<file path="src/rtl/crt_pkg.sv">
// Package: shared types for the timeslotted card response transmitter.
// Assumes nothing beyond being compiled before the modules that import it.
package crt_pkg;

    // Sequencer phases of one response run.
    typedef enum logic [1:0] {
        ST_IDLE = 2'd0,  // waiting for a start request
        ST_PREP = 2'd1,  // silent wait, keystream pre-advance
        ST_BIT  = 2'd2,  // a slot is on air
        ST_FIN  = 2'd3   // subcarrier just dropped, done follows
    } crt_state_e;

endpackage

</file>
<file path="src/rtl/crt_deadline.sv">
// Module: crt_deadline
// Holds the absolute tick at which the current wait or slot ends and flags
// when the running tick count has reached it. Comparison is a wrap-safe
// signed difference, so it assumes the deadline never lies more than half
// the counter range away from now_ts.
module crt_deadline #(
    parameter int TS_W = 32,
    parameter int STEP = 21
) (
    input  logic            clk,
    input  logic            rst_n,
    input  logic            load,
    input  logic [TS_W-1:0] load_val,
    input  logic            step,
    input  logic [TS_W-1:0] now_ts,
    output logic [TS_W-1:0] target,
    output logic            hit
);

    logic [TS_W-1:0] gap;

    // Distance from the deadline to the present tick, modulo 2^TS_W.
    always_comb begin
        gap = now_ts - target;
        hit = ~gap[TS_W-1];
    end

    // Deadline register: absolute load, or push forward by one slot.
    always_ff @(posedge clk) begin
        if (!rst_n) begin
            target <= '0;
        end else if (load) begin
            target <= load_val;
        end else if (step) begin
            target <= target + TS_W'(STEP);
        end
    end

    // A slot may only be opened once its start tick has arrived.
    assert_step_on_hit_R10: assert property (@(posedge clk) disable iff (!rst_n)
        step |-> hit);

endmodule

</file>
<file path="src/rtl/crt_shifter.sv">
// Module: crt_shifter
// Holds the response word and the number of slots still to send. Presents
// the next bit to send and shifts towards the least significant end.
// Assumes load and shift are never requested in the same cycle.
module crt_shifter #(
    parameter int WORD_W = 16,
    parameter int LEN_W  = 5
) (
    input  logic              clk,
    input  logic              rst_n,
    input  logic              load,
    input  logic [WORD_W-1:0] word_in,
    input  logic [LEN_W-1:0]  len_in,
    input  logic              shift,
    output logic              cur_bit,
    output logic              empty
);

    logic [WORD_W-1:0] word_q;
    logic [LEN_W-1:0]  left_q;

    // Word and slot counter: capture on load, consume one bit per shift.
    always_ff @(posedge clk) begin
        if (!rst_n) begin
            word_q <= '0;
            left_q <= '0;
        end else if (load) begin
            word_q <= word_in;
            left_q <= len_in;
        end else if (shift) begin
            word_q <= word_q >> 1;
            left_q <= left_q - LEN_W'(1);
        end
    end

    // Next outgoing bit and exhaustion flag.
    always_comb begin
        cur_bit = word_q[0];
        empty   = (left_q == '0);
    end

    assert_no_shift_empty_R4: assert property (@(posedge clk) disable iff (!rst_n)
        shift |-> !empty);

endmodule

</file>
<file path="src/rtl/card_resp_tx.sv">
// Module: card_resp_tx (top)
// Sends a card-to-reader response in fixed tick slots timed from an
// absolute reference timestamp. A normal frame is scrambled with an external
// keystream; an acknowledge is one plain 1 after a long wait. Assumes now_ts
// advances by at most one per clock, ref_ts is recent, and 1 <= tx_len <= WORD_W
// in normal mode.
module card_resp_tx
    import crt_pkg::*;
#(
    parameter int TS_W       = 32,
    parameter int WORD_W     = 16,
    parameter int LEN_W      = $clog2(WORD_W + 1),
    parameter int FRAME_WAIT = 70,
    parameter int ACK_WAIT   = 758,
    parameter int BIT_TICKS  = 21
) (
    input  logic              clk,
    input  logic              rst_n,
    input  logic              start,
    input  logic              ack_mode,
    input  logic [WORD_W-1:0] tx_word,
    input  logic [LEN_W-1:0]  tx_len,
    input  logic [TS_W-1:0]   ref_ts,
    input  logic [TS_W-1:0]   now_ts,
    input  logic              ks_bit,
    output logic              ks_adv,
    output logic              sc_on,
    output logic              done,
    output logic              busy,
    output logic [TS_W-1:0]   end_ts
);

    localparam int FRAME_ADV = FRAME_WAIT / BIT_TICKS - 1;
    localparam int ACK_ADV   = ACK_WAIT / BIT_TICKS - 1;
    localparam int ADV_MAX   = (ACK_ADV > FRAME_ADV) ? ACK_ADV : FRAME_ADV;
    localparam int ADV_W     = $clog2(ADV_MAX + 1);

    crt_state_e        state_q;
    logic              ack_q;
    logic [ADV_W-1:0]  adv_left_q;
    logic              sc_q;
    logic              done_q;

    logic              accept;
    logic              adv_pending;
    logic              slot_hit;
    logic              emit_point;
    logic              send;
    logic              finish;
    logic              tx_value;
    logic              cur_bit;
    logic              sh_empty;
    logic [TS_W-1:0]   first_deadline;
    logic [LEN_W-1:0]  load_len;

    // Slot clock: absolute deadline of the current wait or slot.
    crt_deadline #(
        .TS_W (TS_W),
        .STEP (BIT_TICKS)
    ) u_deadline (
        .clk      (clk),
        .rst_n    (rst_n),
        .load     (accept),
        .load_val (first_deadline),
        .step     (send),
        .now_ts   (now_ts),
        .target   (end_ts),
        .hit      (slot_hit)
    );

    // Bit source: response word and remaining slot count.
    crt_shifter #(
        .WORD_W (WORD_W),
        .LEN_W  (LEN_W)
    ) u_shifter (
        .clk     (clk),
        .rst_n   (rst_n),
        .load    (accept),
        .word_in (tx_word),
        .len_in  (load_len),
        .shift   (send),
        .cur_bit (cur_bit),
        .empty   (sh_empty)
    );

    // Decode of run events for the current cycle.
    always_comb begin
        accept         = start && (state_q == ST_IDLE);
        first_deadline = ref_ts + (ack_mode ? TS_W'(ACK_WAIT) : TS_W'(FRAME_WAIT));
        load_len       = ack_mode ? LEN_W'(1) : tx_len;
        adv_pending    = (state_q == ST_PREP) && (adv_left_q != '0);
        emit_point     = slot_hit &&
                         (((state_q == ST_PREP) && (adv_left_q == '0)) ||
                          (state_q == ST_BIT));
        send           = emit_point && !sh_empty;
        finish         = emit_point && sh_empty;
        tx_value       = ack_q ? 1'b1 : (cur_bit ^ ks_bit);
        ks_adv         = adv_pending || send;
        busy           = (state_q != ST_IDLE);
        sc_on          = sc_q;
        done           = done_q;
    end

    // Run sequencer: idle, pre-advance wait, slots, finish.
    always_ff @(posedge clk) begin
        if (!rst_n) begin
            state_q    <= ST_IDLE;
            ack_q      <= 1'b0;
            adv_left_q <= '0;
        end else begin
            case (state_q)
                ST_IDLE: begin
                    if (accept) begin
                        state_q    <= ST_PREP;
                        ack_q      <= ack_mode;
                        adv_left_q <= ack_mode ? ADV_W'(ACK_ADV) : ADV_W'(FRAME_ADV);
                    end
                end
                ST_PREP: begin
                    if (adv_pending) begin
                        adv_left_q <= adv_left_q - ADV_W'(1);
                    end else if (send) begin
                        state_q <= ST_BIT;
                    end else if (finish) begin
                        state_q <= ST_FIN;
                    end
                end
                ST_BIT: begin
                    if (finish) begin
                        state_q <= ST_FIN;
                    end
                end
                default: begin
                    state_q <= ST_IDLE;
                end
            endcase
        end
    end

    // Subcarrier enable: set at each slot opening, cleared at run end.
    always_ff @(posedge clk) begin
        if (!rst_n) begin
            sc_q <= 1'b0;
        end else if (send) begin
            sc_q <= tx_value;
        end else if (finish) begin
            sc_q <= 1'b0;
        end
    end

    // Done pulse: one clock after the subcarrier has been released.
    always_ff @(posedge clk) begin
        if (!rst_n) begin
            done_q <= 1'b0;
        end else begin
            done_q <= (state_q == ST_FIN);
        end
    end

    assert_idle_quiet_R7: assert property (@(posedge clk) disable iff (!rst_n)
        !busy |-> !sc_on);

    assert_no_adv_idle_R6: assert property (@(posedge clk) disable iff (!rst_n)
        !busy |-> !ks_adv);

    assert_done_after_off_R8: assert property (@(posedge clk) disable iff (!rst_n)
        done |-> (!sc_on && !$past(sc_on)));

    assert_done_single_R8: assert property (@(posedge clk) disable iff (!rst_n)
        done |=> !done);

    assert_sc_moves_on_slot_R4: assert property (@(posedge clk) disable iff (!rst_n)
        (sc_on != $past(sc_on)) |-> $past(slot_hit));

    assert_ack_plain_R3: assert property (@(posedge clk) disable iff (!rst_n)
        ((state_q == ST_BIT) && ack_q) |-> sc_on);

    assert_start_ignored_R9: assert property (@(posedge clk) disable iff (!rst_n)
        (start && busy && !slot_hit) |=> $stable(end_ts));

    assert_len_in_range_R4: assert property (@(posedge clk) disable iff (!rst_n)
        (start && !busy && !ack_mode) |-> (tx_len != '0 && tx_len <= LEN_W'(WORD_W)));

endmodule

</file>
<file path="config.mk">
export PLATFORM = sky130hd
export DESIGN_NAME = card_resp_tx
export DESIGN_NICKNAME = d
export VERILOG_FILES = /design/src/rtl/crt_pkg.sv /design/src/rtl/crt_deadline.sv /design/src/rtl/crt_shifter.sv /design/src/rtl/card_resp_tx.sv
export SDC_FILE = /design/constraint.sdc
export NUM_CORES = 1
export LEC_CHECK = 0
export BUFFER_PORTS_ARGS = -buffer_cell sky130_fd_sc_hd__buf_2
export CAP_MARGIN = 20
export CORE_ASPECT_RATIO = 1.25
export CORE_MARGIN = 5
export CORE_UTILIZATION = 50
export DETAILED_ROUTE_END_ITERATION = 10
export PLACE_DENSITY_LB_ADDON = 0.3
export SYNTH_ARGS = -nofsm -noshare
export SYNTH_HDL_FRONTEND = slang
export SYNTH_SLANG_ARGS = --single-unit
</file>
<file path="constraint.sdc">
create_clock -name clk -period 3.4 [get_ports clk]
set_clock_uncertainty 0.05 [all_clocks]
set_input_delay 0.17 -clock clk [delete_from_list [all_inputs] [get_ports clk]]
set_output_delay 0.17 -clock clk [all_outputs]
set_load 0.005 [all_outputs]
</file>
==> out/qor.txt, run 1 <==
STATUS
----------------------------------------------------------------------------------
Run status                                                            complete, no violations

FINISH
----------------------------------------------------------------------------------
N_diodes                                                                         0
Layout Area Growth over Synthesis                                           23.98%
Final core utilization                                                      63.24%
Count of nets after finishing                                                  848
Share of final-layout standard cells stronger than drive strength 1         25.14%
Commonest non-fill, non-tap cell in the layout                               buf_2
Filler instances                                                               825
Most frequent cells in the layout                                     125 x buf_2, 77 x nand2_1, 64 x dfxtp_1

HOLD PATH
----------------------------------------------------------------------------------
Hold Path Origin                                                         tx_len[4]
Path class of the lowest-slack min-delay path                         input pin to flop

CTS
----------------------------------------------------------------------------------
Clock slew seen by the registers of the worst setup and hold paths         0.06 ns
CTS tree                                                                       yes
Clock sink count                                                                64
Num CTS Buffers                                                                  9
Clk_lat worst skew                                                         0.34 ns
Bufs on Longest Clock Path                                                       2
Root buffer cell                                                         clkbuf_16
H-tree depth                                                                     3

PWR
----------------------------------------------------------------------------------
Overall Power                                                             3.024 mW
Combinational cell fraction of total power                                   33.7%
Fraction of power consumed by sequential logic                               32.4%
Worst vdd ir                                                              290.1 uV
Pwr per Cell Area                                                     524.0 mW/mm^2
Internal power summed over all cells                                      1.933 mW
Switching share of power                                                    36.09%
Share of total power in the clock network                                    33.8%
P_sw                                                                      1.091 mW
Leakage component of the power                                            2.415 nW

DIE
----------------------------------------------------------------------------------
Die Ht                                                                    117.9 um
Width of the chip                                                         96.30 um
Initial core utilization                                                    51.01%
Total core area                                                       0.009125 sq mm
Std cell rows                                                                   39
Die Area                                                              0.01135 sq mm
I/O Pins                                                                       126

GLOBAL ROUTING
----------------------------------------------------------------------------------
Number of global-route vias before repair                                     4808
First-pass GRT wire length                                                22.91 mm
Global Route Usage Sum                                                      25.28%
Leftover overflow at the end of global routing                                   0
Initial antenna violation count                                                  0
Largest net degree at the start of global routing                               45

CRITICAL PATH
----------------------------------------------------------------------------------
Worst r2r src                                                         u_deadline.target[22]
Critical path cell sequence                                           inv_1 > ha_1 > a21oi_1 > o21ai_0 > a221o_1 > a211o_1 > a32o_1 > or2_4 > nand2_4 > nand2_1 > buf_2
Endpoint of the most critical setup path                                    ks_adv
Maximum cell stage delay along the critical path                           0.44 ns
Start point of the critical path                                      u_deadline.target[22]
Number of cells on the worst reg-to-reg path                                    12
Worst Setup Path Type                                                 flop to output port
Capture instance of the worst register-to-register path               u_deadline.target[5]
Slowest-stage cell, CP                                                     dfxtp_1
Endpoint type of the worst setup path                                  output port
Data arrival at the endpoint of the critical path                          2.93 ns
Kind of start point of the critical path                                      flop
Worst path required time                                                   3.18 ns
Worst R2R Setup Slack                                                      0.27 ns
Biggest fanout along the worst timing path                                       8

SYNTHESIS
----------------------------------------------------------------------------------
EDFF count, synth                                                                0
Synthesis Warnings                                                               0
Synthesized instance count                                                     592
FF+latch count, synth                                                           64
Async set-reset flop share out of synthesis                                     0%
Mean area per synthesized cell                                         7.862 sq um
Post-synthesis sequential area ratio                                        27.53%
Cell area after synthesis                                             0.004654 sq mm
Flip-flop cell with the highest count after synthesis                      dfxtp_1
Unique masters post-synth                                                       66
Synthesized net count                                                          721

STA
----------------------------------------------------------------------------------
Final Hold Violating Endpoints                                                   0
Number of pins with negative max-slew slack in the final report                  0
Worst Setup Slack, final                                                 0.2533 ns
Final TNS setup                                                               0 ns
Unrepaired setup endpoints after global routing                                 no
Worst-Margin Slew                                                        0.7872 ns
Final setup fails                                                                0
Final period utilization                                                    92.55%
Max Clk Rate                                                             317.8 MHz
Worst slew slack as a fraction of its limit                                 47.34%
Clock period minus final worst setup slack                                3.147 ns

PLACEMENT
----------------------------------------------------------------------------------
GPL Wtd Cong                                                                0.8996
Half-perimeter wire length after detailed placement                       10.71 mm
Total of buffers placed on input and output ports                              125
Placement-stage worst setup slack                                        0.1703 ns

DETAILED ROUTING
----------------------------------------------------------------------------------
Wire length per cell                                                      16.70 um
Count of unresolved DRC violations after routing                                 0
Detailed-routing iteration count for the pre-antenna-repair pass                 4
Final Routed Wirelength                                                   14.14 mm
Detail-routed via count per cell                                             5.773
Violation count after the first detailed-routing iteration                     254
Antenna-violating nets left                                                      0
Total number of vias                                                          4890

FLOW RUN
----------------------------------------------------------------------------------
MaxCap Viol Count                                                                0

through the flow:
step | area [sq um] | std cells | hold slack [ns]
floorplan | 4654 | 592 | 0.2286
CTS | 5762 | 847 | 0.0004542
global route | 5771 | 847 | 0.01972
finish | 5771 | 847 | 0.009135
global placement | 5401 | 827 | 0.3319
detailed placement | 5401 | 827 | 0.3269
per-layer routing:
metal	wire length, um	vias to the layer above	global-route usage [%]
li1	-	2381	-
met1	5619	2259	30.91
met2	6946	217	42.33
met3	1111	33	5.051
met4	465	0	10.44
met5	0	-	0
cell type report:
type / instances / area, sq um / share of cell area [%]
multi-input cells: 463 / 3109 / 53.88
inverters: 40 / 150.1 / 2.602
flip-flops and latches: 64 / 1281 / 22.20
clock buffers: 9 / 225.2 / 3.903
well taps: 123 / 153.9 / 2.667
clock inverters: 7 / 102.6 / 1.778
repair buffers: 141 / 748.2 / 12.97
power by group through the flow:
| stage | Sequential [mW] | Combinational, mW | Clock, mW |
|---|---|---|---|
| 6_report | 0.981 | 1.02 | 1.02 |
| 5_1_grt | 0.995 | 1.15 | 1.07 |
| 3_3_place_gp | 0.985 | 0.966 | 0 |
| 2_1_floorplan | 0.975 | 0.680 | 0 |
| 4_1_cts | 0.979 | 1.01 | 1.03 |
| 3_5_place_dp | 0.994 | 0.994 | 0 |
flip-flops by register name, summed over array words and instances, names as in the netlist:
name,count
u_shifter.left_q,5
u_deadline.target,32
sc_on,1
ack_q,1
adv_left_q,6
done,1
state_q,2
u_shifter.word_q,16
kinds of logic after synthesis:
kind of cell	count (synthesis)	synth area share (%)
and+or+nand+nor	211	24.09
adders and majority gates	39	10.48
xor gates and xnor gates	53	9.973
AOI/OAI and AO/OA	159	21.69
buffers and inverters	65	6.022
muxes	1	0.2151
DFF	64	27.53
worst min-delay path by stage:
stage | to | depth (start not counted) | slack (ns)
finish | u_shifter.left_q[4] | 2 | 0.009
global route | u_shifter.word_q[15] | 3 | 0.02
CTS | u_shifter.left_q[4] | 2 | 0.0005
detailed placement | u_shifter.left_q[3] | 3 | 0.33
global placement | u_shifter.left_q[3] | 3 | 0.33
floorplan | u_shifter.left_q[3] | 2 | 0.23
cells in the mapped netlist, drive strengths merged (2+ instances only):
master  instances  area [sq um]
a21oi          44         231.5
a311oi          3         26.28
dfxtp          64          1281
a21boi          2         15.01
ha             39         488.0
and3            7         48.80
nand3b          2         15.01
nor2b           4         25.02
o21ai          48         240.2
nand2b          4         25.02
o31a            2         17.52
xor2           11         96.34
nor4           11         100.1
inv            40         150.1
a22o            2         17.52
nand3          18         95.09
and3b           2         17.52
a22oi           6         45.04
o22ai           3         18.77
nor3           17         110.1
and2            5         31.28
o21a            3         22.52
a211oi          5         42.54
nor2           33         126.4
a32o            3         30.03
buf             9         70.07
xnor2          42         367.9
a31oi          15         93.84
clkbuf         16         60.06
and4            7         61.31
o32ai           3         26.28
a21o            3         22.52
or2             3         18.77
nand2          79         304.0
a211o           2         17.52
nand4          14         102.6
o211ai          2         15.01
nand4b          2         17.52
o41ai           3         33.79
a221o           2         20.02
a41o            2         20.02
worst max-delay path, delay by kind of cell, from the launching register on:
kind	cells	cell delay, ns
DFF	1	0.44
AOI/OAI and AO/OA	5	1.18
buffers and inverters	2	0.21
and+or+nand+nor	3	0.44
adders and majority gates	1	0.31
what timing repair did:
action / CTS / global route
setup endpoints to repair: 1 / 1
hold buffers: 1 / 0
endpoints found under the hold margin: 1 / 0
pin swaps: 1 / 0
buffers inserted: 3 / 0
gates resized for setup: 0 / 2
(Power assumes the default switching activity.)
==> run 2, diff against run 1 <==
--- a/config.mk
+++ b/config.mk
@@ -5,6 +5,8 @@
 export SDC_FILE = /design/constraint.sdc
 export NUM_CORES = 1
 export LEC_CHECK = 0
+export ABC_AREA = 1
+export ABC_CLOCK_PERIOD_IN_PS = 3400
 export BUFFER_PORTS_ARGS = -buffer_cell sky130_fd_sc_hd__buf_2
 export CAP_MARGIN = 20
 export CORE_ASPECT_RATIO = 1.25
==> run 2 against run 1 <==
  * Sequential share of layout area shrank 3.7 points
  * Cell count grew 52%
  * Setup slack gained 0.37 ns
  * Largest power group unchanged
  * Largest cell class unchanged
  * Via count grew 39%
  * Utilization shrank 3.5 points
==> out/qor.txt, run 2 <==
STA
----------------------------------------------------------------------------------
Number of pins with negative max-slew slack in the final report                  0   unchanged
Final TNS setup                                                               0 ns   unchanged
Worst-Margin Slew                                                        0.5997 ns   -0.1875 ns
Final Hold Violating Endpoints                                                   0   unchanged
Worst slew slack as a fraction of its limit                                 59.96%   +13 points
Unrepaired setup endpoints after global routing                                 no
Final period utilization                                                    81.62%   -11 points
Clock period minus final worst setup slack                                2.775 ns   -0.3716 ns
Final setup fails                                                                0   unchanged
Final hold slack                                                        0.05480 ns   +0.04566 ns
Max Clk Rate                                                             360.3 MHz   +13%

CRITICAL PATH
----------------------------------------------------------------------------------
Worst r2r src                                                         u_deadline.target[22]
Capture instance of the worst register-to-register path               u_deadline.target[10]
Number of cells on the worst reg-to-reg path                                    14   +2
Worst Setup Path Type                                                 flop to flop
Data arrival at the endpoint of the critical path                          2.96 ns   +0.03 ns
Worst R2R Setup Slack                                                      0.62 ns   +0.35 ns
Endpoint type of the worst setup path                                         flop
Worst path required time                                                   3.59 ns   +0.41 ns
Biggest fanout along the worst timing path                                      20   +12
Kind of start point of the critical path                                      flop

CTS
----------------------------------------------------------------------------------
Post-cts hold buffer count                                                       0   -1
Bufs on Longest Clock Path                                                       2   unchanged
Quantity of gates resized following cts                                          0   unchanged
Post-CTS Setup Bufs                                                              0   -3
Root buffer cell                                                         clkbuf_16
Clock sink count                                                                64   unchanged
H-tree depth                                                                     3   unchanged
Clk_lat worst skew                                                         0.34 ns   about the same
Num CTS Buffers                                                                  9   unchanged
Clock slew seen by the registers of the worst setup and hold paths         0.06 ns   about the same
CTS tree                                                                       yes

HOLD PATH
----------------------------------------------------------------------------------
End point of the worst hold path                                      u_shifter.word_q[15]
Cell depth of the worst hold path                                                3   +1
Path class of the lowest-slack min-delay path                         input pin to flop
Hold Path Origin                                                       tx_word[15]

DETAILED ROUTING
----------------------------------------------------------------------------------
Wire length per cell                                                      14.33 um   -14%
Detail-routed via count per cell                                             5.254   -9.0%
Count of unresolved DRC violations after routing                                 0   unchanged
Total number of vias                                                          6778   +39%
Detailed-routing iteration count for the pre-antenna-repair pass                 5   +1
Antenna-violating nets left                                                      0   unchanged
Violation count after the first detailed-routing iteration                     524   +110%
Final Routed Wirelength                                                   18.49 mm   +31%

PWR
----------------------------------------------------------------------------------
Internal power summed over all cells                                      2.413 mW   +25%
Overall Power                                                             4.561 mW   +51%
Worst vdd ir                                                              540.3 uV   +86%
Combinational cell fraction of total power                                   51.9%   +18 points
Fraction of power consumed by sequential logic                               26.9%   -5.5 points
Switching share of power                                                    47.10%   +11 points
Leakage component of the power                                            3.566 nW   +48%
Pwr per Cell Area                                                     657.6 mW/mm^2   +25%
Share of total power in the clock network                                    21.2%   -13 points
P_sw                                                                      2.148 mW   +97%

GLOBAL ROUTING
----------------------------------------------------------------------------------
Largest net degree at the start of global routing                               54   +20%
First-pass GRT wire length                                                30.04 mm   +31%
Initial antenna violation count                                                  0   unchanged
Leftover overflow at the end of global routing                                   0   unchanged
Number of global-route vias before repair                                     6234   +30%
Global Route Usage Sum                                                      25.98%   +0.70 points

SYNTHESIS
----------------------------------------------------------------------------------
Synth top area share                                                        21.70%   -5.8 points
Unique masters post-synth                                                       47   -29%
Synthesized net count                                                         1139   +58%
Post-synthesis sequential area ratio                                        21.70%   -5.8 points
Most area-hungry cell type in the Yosys netlist                            dfxtp_1
Synthesis Warnings                                                               0   unchanged
Top cells by instance count after synthesis                           325 x nand2_1, 123 x inv_1, 112 x nor2_1
FF+latch count, synth                                                           64   unchanged
Flip-flop cell with the highest count after synthesis                      dfxtp_1
Async set-reset flop share out of synthesis                                     0%   unchanged
Cell area after synthesis                                             0.005904 sq mm   +27%
Largest cells by area after synthesis                                 dfxtp_1 22%, nand2_1 21%, ha_1 8.3%
Synthesized instance count                                                    1010   +71%
Top-count cell post-synth                                                  nand2_1
Mean area per synthesized cell                                         5.846 sq um   -26%
EDFF count, synth                                                                0   unchanged

FINISH
----------------------------------------------------------------------------------
Most frequent cells in the layout                                     325 x nand2_1, 125 x buf_2, 123 x inv_1
Commonest non-fill, non-tap cell in the layout                             nand2_1
N_diodes                                                                         0   unchanged
Most flops, register                                                  u_deadline.target
Largest registers                                                     u_deadline.target: 32 flops, u_shifter.word_q: 16 flops, adv_left_q: 6 flops
Share of final-layout standard cells stronger than drive strength 1         16.56%   -8.6 points
Count of nets after finishing                                                 1253   +48%
Flip-flop count of the largest register after layout                            32   unchanged
Layout Area Growth over Synthesis                                           17.46%
Final core utilization                                                      59.70%   -3.5 points
Final design instance area without fill                               0.006935 sq mm   +20%

DIE
----------------------------------------------------------------------------------
Initial core utilization                                                    50.83%   -0.18 points
Die Ht                                                                    131.5 um   +12%
Std cell rows                                                                   44   +13%
Width of the chip                                                         107.2 um   +11%
Total core area                                                       0.01162 sq mm   +27%
Die Area                                                              0.01410 sq mm   +24%
I/O Pins                                                                       126   unchanged

FLOW RUN
----------------------------------------------------------------------------------
MaxCap Viol Count                                                                0   unchanged

PLACEMENT
----------------------------------------------------------------------------------
Half-perimeter wire length after detailed placement                       14.56 mm   +36%
GPL Wtd Cong                                                                0.9584   +6.5%
Total of buffers placed on input and output ports                              125   unchanged
Cell area after placement                                             0.006629 sq mm   +23%

STATUS
----------------------------------------------------------------------------------
Run status                                                            complete, no violations

run 2: metal layers:
layer	up-vias	GRT usage [%]	part of all wire (%)
met1	2994	31.09	40
met4	0	11.51	5.1
li1	3466	-	-
met3	63	4.465	6.4
met2	255	44.95	49
met5	-	0	0
run 2: power by group through the flow:
stage                     Combinational, mW  Clock [mW]  Sequential [mW]
after global routing                   2.71        1.00             1.26
after detailed placement               2.35           0             1.23
after floorplan                        1.74           0             1.18
final                                  2.37       0.967             1.23
after CTS                              2.37       0.964             1.22
after global placement                 2.32           0             1.23
run 2: worst max-delay path, stage by stage (launching register included):
cell	delay, ns
dfxtp_1	0.45
inv_1	0.14
ha_1	0.31
a21o_1	0.18
nor2_1	0.10
nand2_1	0.11
a21oi_4	0.18
nand2_2	0.08
nand2_2	0.08
nand4_4	0.29
nand2_4	0.26
buf_4	0.27
nand2_1	0.08
nand2_1	0.06
nor2_1	0.04
run 2: area by class of cell:
cell class                      count  area, sq um
Sequential cell                    64         1281
Timing Repair Buffer              136        720.7
Tap cell                          161        201.4
Multi-Input combinational cell    777         3915
Fill cell                        1211         4681
Clock buffer                       10        239.0
Inverter                          136        510.5
Clock inverter                      6        67.56
run 2: cell families (layout without fill, tap and decap cells):
logic type | after synthesis | count (layout) | share of synthesized area, %
multiplexers | 1 | 1 | 0.1695
flip-flops | 64 | 64 | 21.70
AND/OR/NAND/NOR | 608 | 608 | 44.56
adder cells (fa/ha/maj) | 39 | 39 | 8.264
XOR/XNOR | 20 | 20 | 2.967
AO/OA/AOI/OAI | 109 | 109 | 10.34
buffers and inverters | 169 | 288 | 11.99
run 2: metrics by stage:
step | std cells | setup WS [ns]
detailed placement | 1274 | 0.6425
global route | 1290 | 0.4156
CTS | 1290 | 0.6267
global placement | 1274 | 0.7256
floorplan | 1010 | 1.328
finish | 1290 | 0.6249
run 2: worst max path at each step:
stage / from / slack, ns / to / cells after the start
after CTS: u_deadline.target[22] / 0.63 / ks_adv / 11
after detailed placement: u_deadline.target[22] / 0.64 / u_deadline.target[11] / 14
after global placement: u_deadline.target[22] / 0.73 / u_deadline.target[9] / 14
final: u_deadline.target[22] / 0.62 / u_deadline.target[10] / 14
after global routing: u_deadline.target[12] / 0.42 / u_deadline.target[9] / 16
after floorplan: u_deadline.target[22] / 1.33 / u_shifter.left_q[4] / 13
==> run 3, diff against run 2 <==
--- a/config.mk
+++ b/config.mk
@@ -5,8 +5,8 @@
 export SDC_FILE = /design/constraint.sdc
 export NUM_CORES = 1
 export LEC_CHECK = 0
-export ABC_AREA = 1
-export ABC_CLOCK_PERIOD_IN_PS = 3400
+export ABC_AREA = 0
+export ABC_CLOCK_PERIOD_IN_PS = 2670
 export BUFFER_PORTS_ARGS = -buffer_cell sky130_fd_sc_hd__buf_2
 export CAP_MARGIN = 20
 export CORE_ASPECT_RATIO = 1.25
==> constraint.sdc (replaced) <==
create_clock -name clk -period 2.67 [get_ports clk]
set_clock_uncertainty 0.05 [all_clocks]
set_input_delay 0.1335 -clock clk [delete_from_list [all_inputs] [get_ports clk]]
set_output_delay 0.1335 -clock clk [all_outputs]
set_load 0.005 [all_outputs]
==> run 3 against run 2 <==
  * The flow now finishes with violations (setup timing)
  * Critical path depth fell by 1
  * Sequential power barely moved
  * Register-to-register slack got worse by 0.89 ns
  * Final area rose by 3.5%
  * Cell count fell by 28%
==> out/qor.txt, run 3 (synthesis gave the netlist of run 1 again) <==
DIE
----------------------------------------------------------------------------------
Die Area                                                              0.01135 sq mm   -19%
I/O Pins                                                                       126   unchanged
Total core area                                                       0.009125 sq mm   -21%
Std cell rows                                                                   39   -11%
Width of the chip                                                         96.30 um   -10%
Initial core utilization                                                    51.01%   +0.18 points
Die Ht                                                                    117.9 um   -10%

DETAILED ROUTING
----------------------------------------------------------------------------------
Detailed-routing iteration count for the pre-antenna-repair pass                 5   unchanged
Detail-routed via count per cell                                             6.072   +16%
Final Routed Wirelength                                                   18.58 mm   +0.53%
Antenna-violating nets left                                                      0   unchanged
Wire length per cell                                                      20.05 um   +40%
Total number of vias                                                          5629   -17%
Count of unresolved DRC violations after routing                                 0   unchanged
Violation count after the first detailed-routing iteration                     575   +9.7%

STA
----------------------------------------------------------------------------------
Clock period minus final worst setup slack                                2.933 ns   +0.1576 ns
Worst slew slack as a fraction of its limit                                 40.19%   -20 points
Worst Setup Slack, final                                                -0.2627 ns   -0.8876 ns
Max Clk Rate                                                             341.0 MHz   -5.4%
Final Hold Violating Endpoints                                                   0   unchanged
Final setup fails                                                               53   +53
Worst-Margin Slew                                                        0.8953 ns   +0.2956 ns
Final period utilization                                                    109.8%   +28 points
Unrepaired setup endpoints after global routing                                yes
Final hold slack                                                        0.03023 ns   -0.02456 ns
Number of pins with negative max-slew slack in the final report                  0   unchanged

CRITICAL PATH
----------------------------------------------------------------------------------
Most repeated library cell on the critical path                              buf_6
Endpoint type of the worst setup path                                         flop
Number of cells on the critical path                                            13   -1
Top delay family on crit path                                         compound AO/OA/AOI/OAI gates
Critical path cell sequence                                           inv_2 > ha_4 > and3_4 > a221o_1 > a31oi_4 > o41ai_4 > a32o_2 > or2_4 > buf_6 > buf_6 > and4_1 > xnor2_1 > o22ai_1
Worst Setup Path Type                                                 flop to flop
Maximum cell stage delay along the critical path                           0.36 ns   -0.09 ns
Slowest-stage cell, CP                                                     a221o_1
Worst R2R Setup Slack                                                     -0.26 ns   -0.89 ns
Worst r2r src                                                         u_deadline.target[6]
Capture instance of the worst register-to-register path               u_deadline.target[8]
Biggest fanout along the worst timing path                                       5   -75%
Number of cells on the worst reg-to-reg path                                    13   -1
Worst path required time                                                   2.82 ns   -0.77 ns
Data arrival at the endpoint of the critical path                          3.08 ns   +0.12 ns
Kind of start point of the critical path                                      flop
Number of buffer and inverter stages on the critical path                        3   +1

FINISH
----------------------------------------------------------------------------------
Flip-flop count of the largest register after layout                            32   unchanged
Final design instance area without fill                               0.007177 sq mm   +3.5%
Count of nets after finishing                                                  928   -26%
N_diodes                                                                         0   unchanged
Commonest non-fill, non-tap cell in the layout                               buf_2
Share of final-layout standard cells stronger than drive strength 1         43.28%   +27 points
Most frequent cells in the layout                                     124 x buf_2, 70 x nand2_1, 66 x buf_4
Layout Area Growth over Synthesis                                           54.19%
Filler instances                                                               579   -52%
Most flops, register                                                  u_deadline.target
Largest registers                                                     u_deadline.target: 32 flops, u_shifter.word_q: 16 flops, adv_left_q: 6 flops

CTS
----------------------------------------------------------------------------------
Clk_lat worst skew                                                         0.35 ns   about the same
Clock sink count                                                                64   unchanged
Bufs on Longest Clock Path                                                       2   unchanged
CTS tree                                                                       yes
Num CTS Buffers                                                                  9   unchanged
H-tree depth                                                                     3   unchanged
Clock slew seen by the registers of the worst setup and hold paths         0.06 ns   about the same
Root buffer cell                                                         clkbuf_16

HOLD PATH
----------------------------------------------------------------------------------
Path class of the lowest-slack min-delay path                         input pin to flop
End point of the worst hold path                                        state_q[0]
Hold Path Origin                                                             start
Cell depth of the worst hold path                                                2   -1

PLACEMENT
----------------------------------------------------------------------------------
GPL Wtd Cong                                                                0.8720   -9.0%
Total of buffers placed on input and output ports                              125   unchanged
Cell area after placement                                             0.006005 sq mm   -9.4%
Half-perimeter wire length after detailed placement                       11.38 mm   -22%

PWR
----------------------------------------------------------------------------------
Overall Power                                                             4.600 mW   +0.87%
Pwr per Cell Area                                                     640.9 mW/mm^2   -2.5%
Worst vdd ir                                                              436.9 uV   -19%
Leakage component of the power                                            3.121 nW   -12%

GLOBAL ROUTING
----------------------------------------------------------------------------------
First-pass GRT wire length                                                26.50 mm   -12%
Largest net degree at the start of global routing                               41   -24%
Leftover overflow at the end of global routing                                   0   unchanged
Initial antenna violation count                                                  0   unchanged
Global Route Usage Sum                                                      29.82%   +3.8 points
Number of global-route vias before repair                                     5489   -12%

FLOW RUN
----------------------------------------------------------------------------------
MaxCap Viol Count                                                                0   unchanged

STATUS
----------------------------------------------------------------------------------
Failing checks                                                        setup timing
Run status                                                            finished, violations left

[run 3: cell types whose count changed in the layout (fill, tap and decap cells not counted), sizes merged, moves of 6 or more]
cell   previous run  this run
a21oi            56        44
a22oi             0         6
a31oi             4        15
and3              1         7
and4              0         7
buf             136       216
inv             135        40
nand2           332        79
nand3            93        18
nand4            22        14
nor2            120        33
nor3             24        17
o21ai            34        48
xnor2             4        42
[run 3: per-layer routing]
| metal | routed length, um | global-route usage, % |
|---|---|---|
| met5 | 0 | 0 |
| met4 | 986 | 16.32 |
| met3 | 1581 | 5.115 |
| met2 | 9133 | 48.55 |
| met1 | 6880 | 36.45 |
[run 3: worst reg2reg max path: cells and delay by family, from the launching register on]
| family | cells | cell delay [ns] |
|---|---|---|
| buffers and inverters | 3 | 0.35 |
| adders and majority gates | 1 | 0.20 |
| DFF | 1 | 0.32 |
| and+or+nand+nor | 3 | 0.66 |
| xor gates and xnor gates | 1 | 0.16 |
| AOI/OAI and AO/OA | 5 | 1.05 |
[run 3: worst max-delay path by stage]
stage	start	end	slack (ns)
after floorplan	u_deadline.target[21]	u_shifter.left_q[2]	0.001
after global placement	u_deadline.target[30]	u_deadline.target[22]	-0.18
after detailed placement	u_deadline.target[27]	u_deadline.target[8]	-0.27
after CTS	u_deadline.target[29]	ks_adv	-0.18
after global routing	u_deadline.target[6]	u_deadline.target[26]	-0.32
final	u_deadline.target[6]	u_deadline.target[8]	-0.26
[run 3: through the flow]
step / instances / setup TNS, ns / utilization, % / setup WS [ns]
floorplan: 592 / 0 / - / 0.0009799
global placement: 886 / -2.851 / 65.80 / -0.1752
detailed placement: 886 / -7.300 / 65.80 / -0.2684
CTS: 922 / -4.731 / 75.98 / -0.1820
global route: 927 / -11.94 / 78.65 / -0.3224
finish: 927 / -7.459 / 78.65 / -0.2627
[run 3: what timing repair did]
action | in CTS | in global routing
setup endpoints to repair | 55 | 56
endpoints found under the hold margin | 5 | 0
hold buffers | 5 | 0
cloned | 2 | 0
resized for setup | 74 | 50
setup buffers | 13 | 6
pin swaps | 46 | 61
[run 3: where the power goes]
part / internal (mW) / switching (mW) / total, mW
Combinational: 0.923 / 1.14 / 2.06
Sequential: 1.11 / 0.121 / 1.23
Clock: 0.841 / 0.464 / 1.31
[run 3: cell type report]
type | instances | area (sq um) | area share [%]
Multi-Input combinational cell | 463 | 3706 | 51.64
Timing Repair Buffer | 221 | 1539 | 21.44
Sequential cell | 64 | 1303 | 18.15
Clock buffer | 11 | 242.7 | 3.382
Tap cell | 123 | 153.9 | 2.144
Inverter | 40 | 152.6 | 2.127
Clock inverter | 5 | 80.08 | 1.116
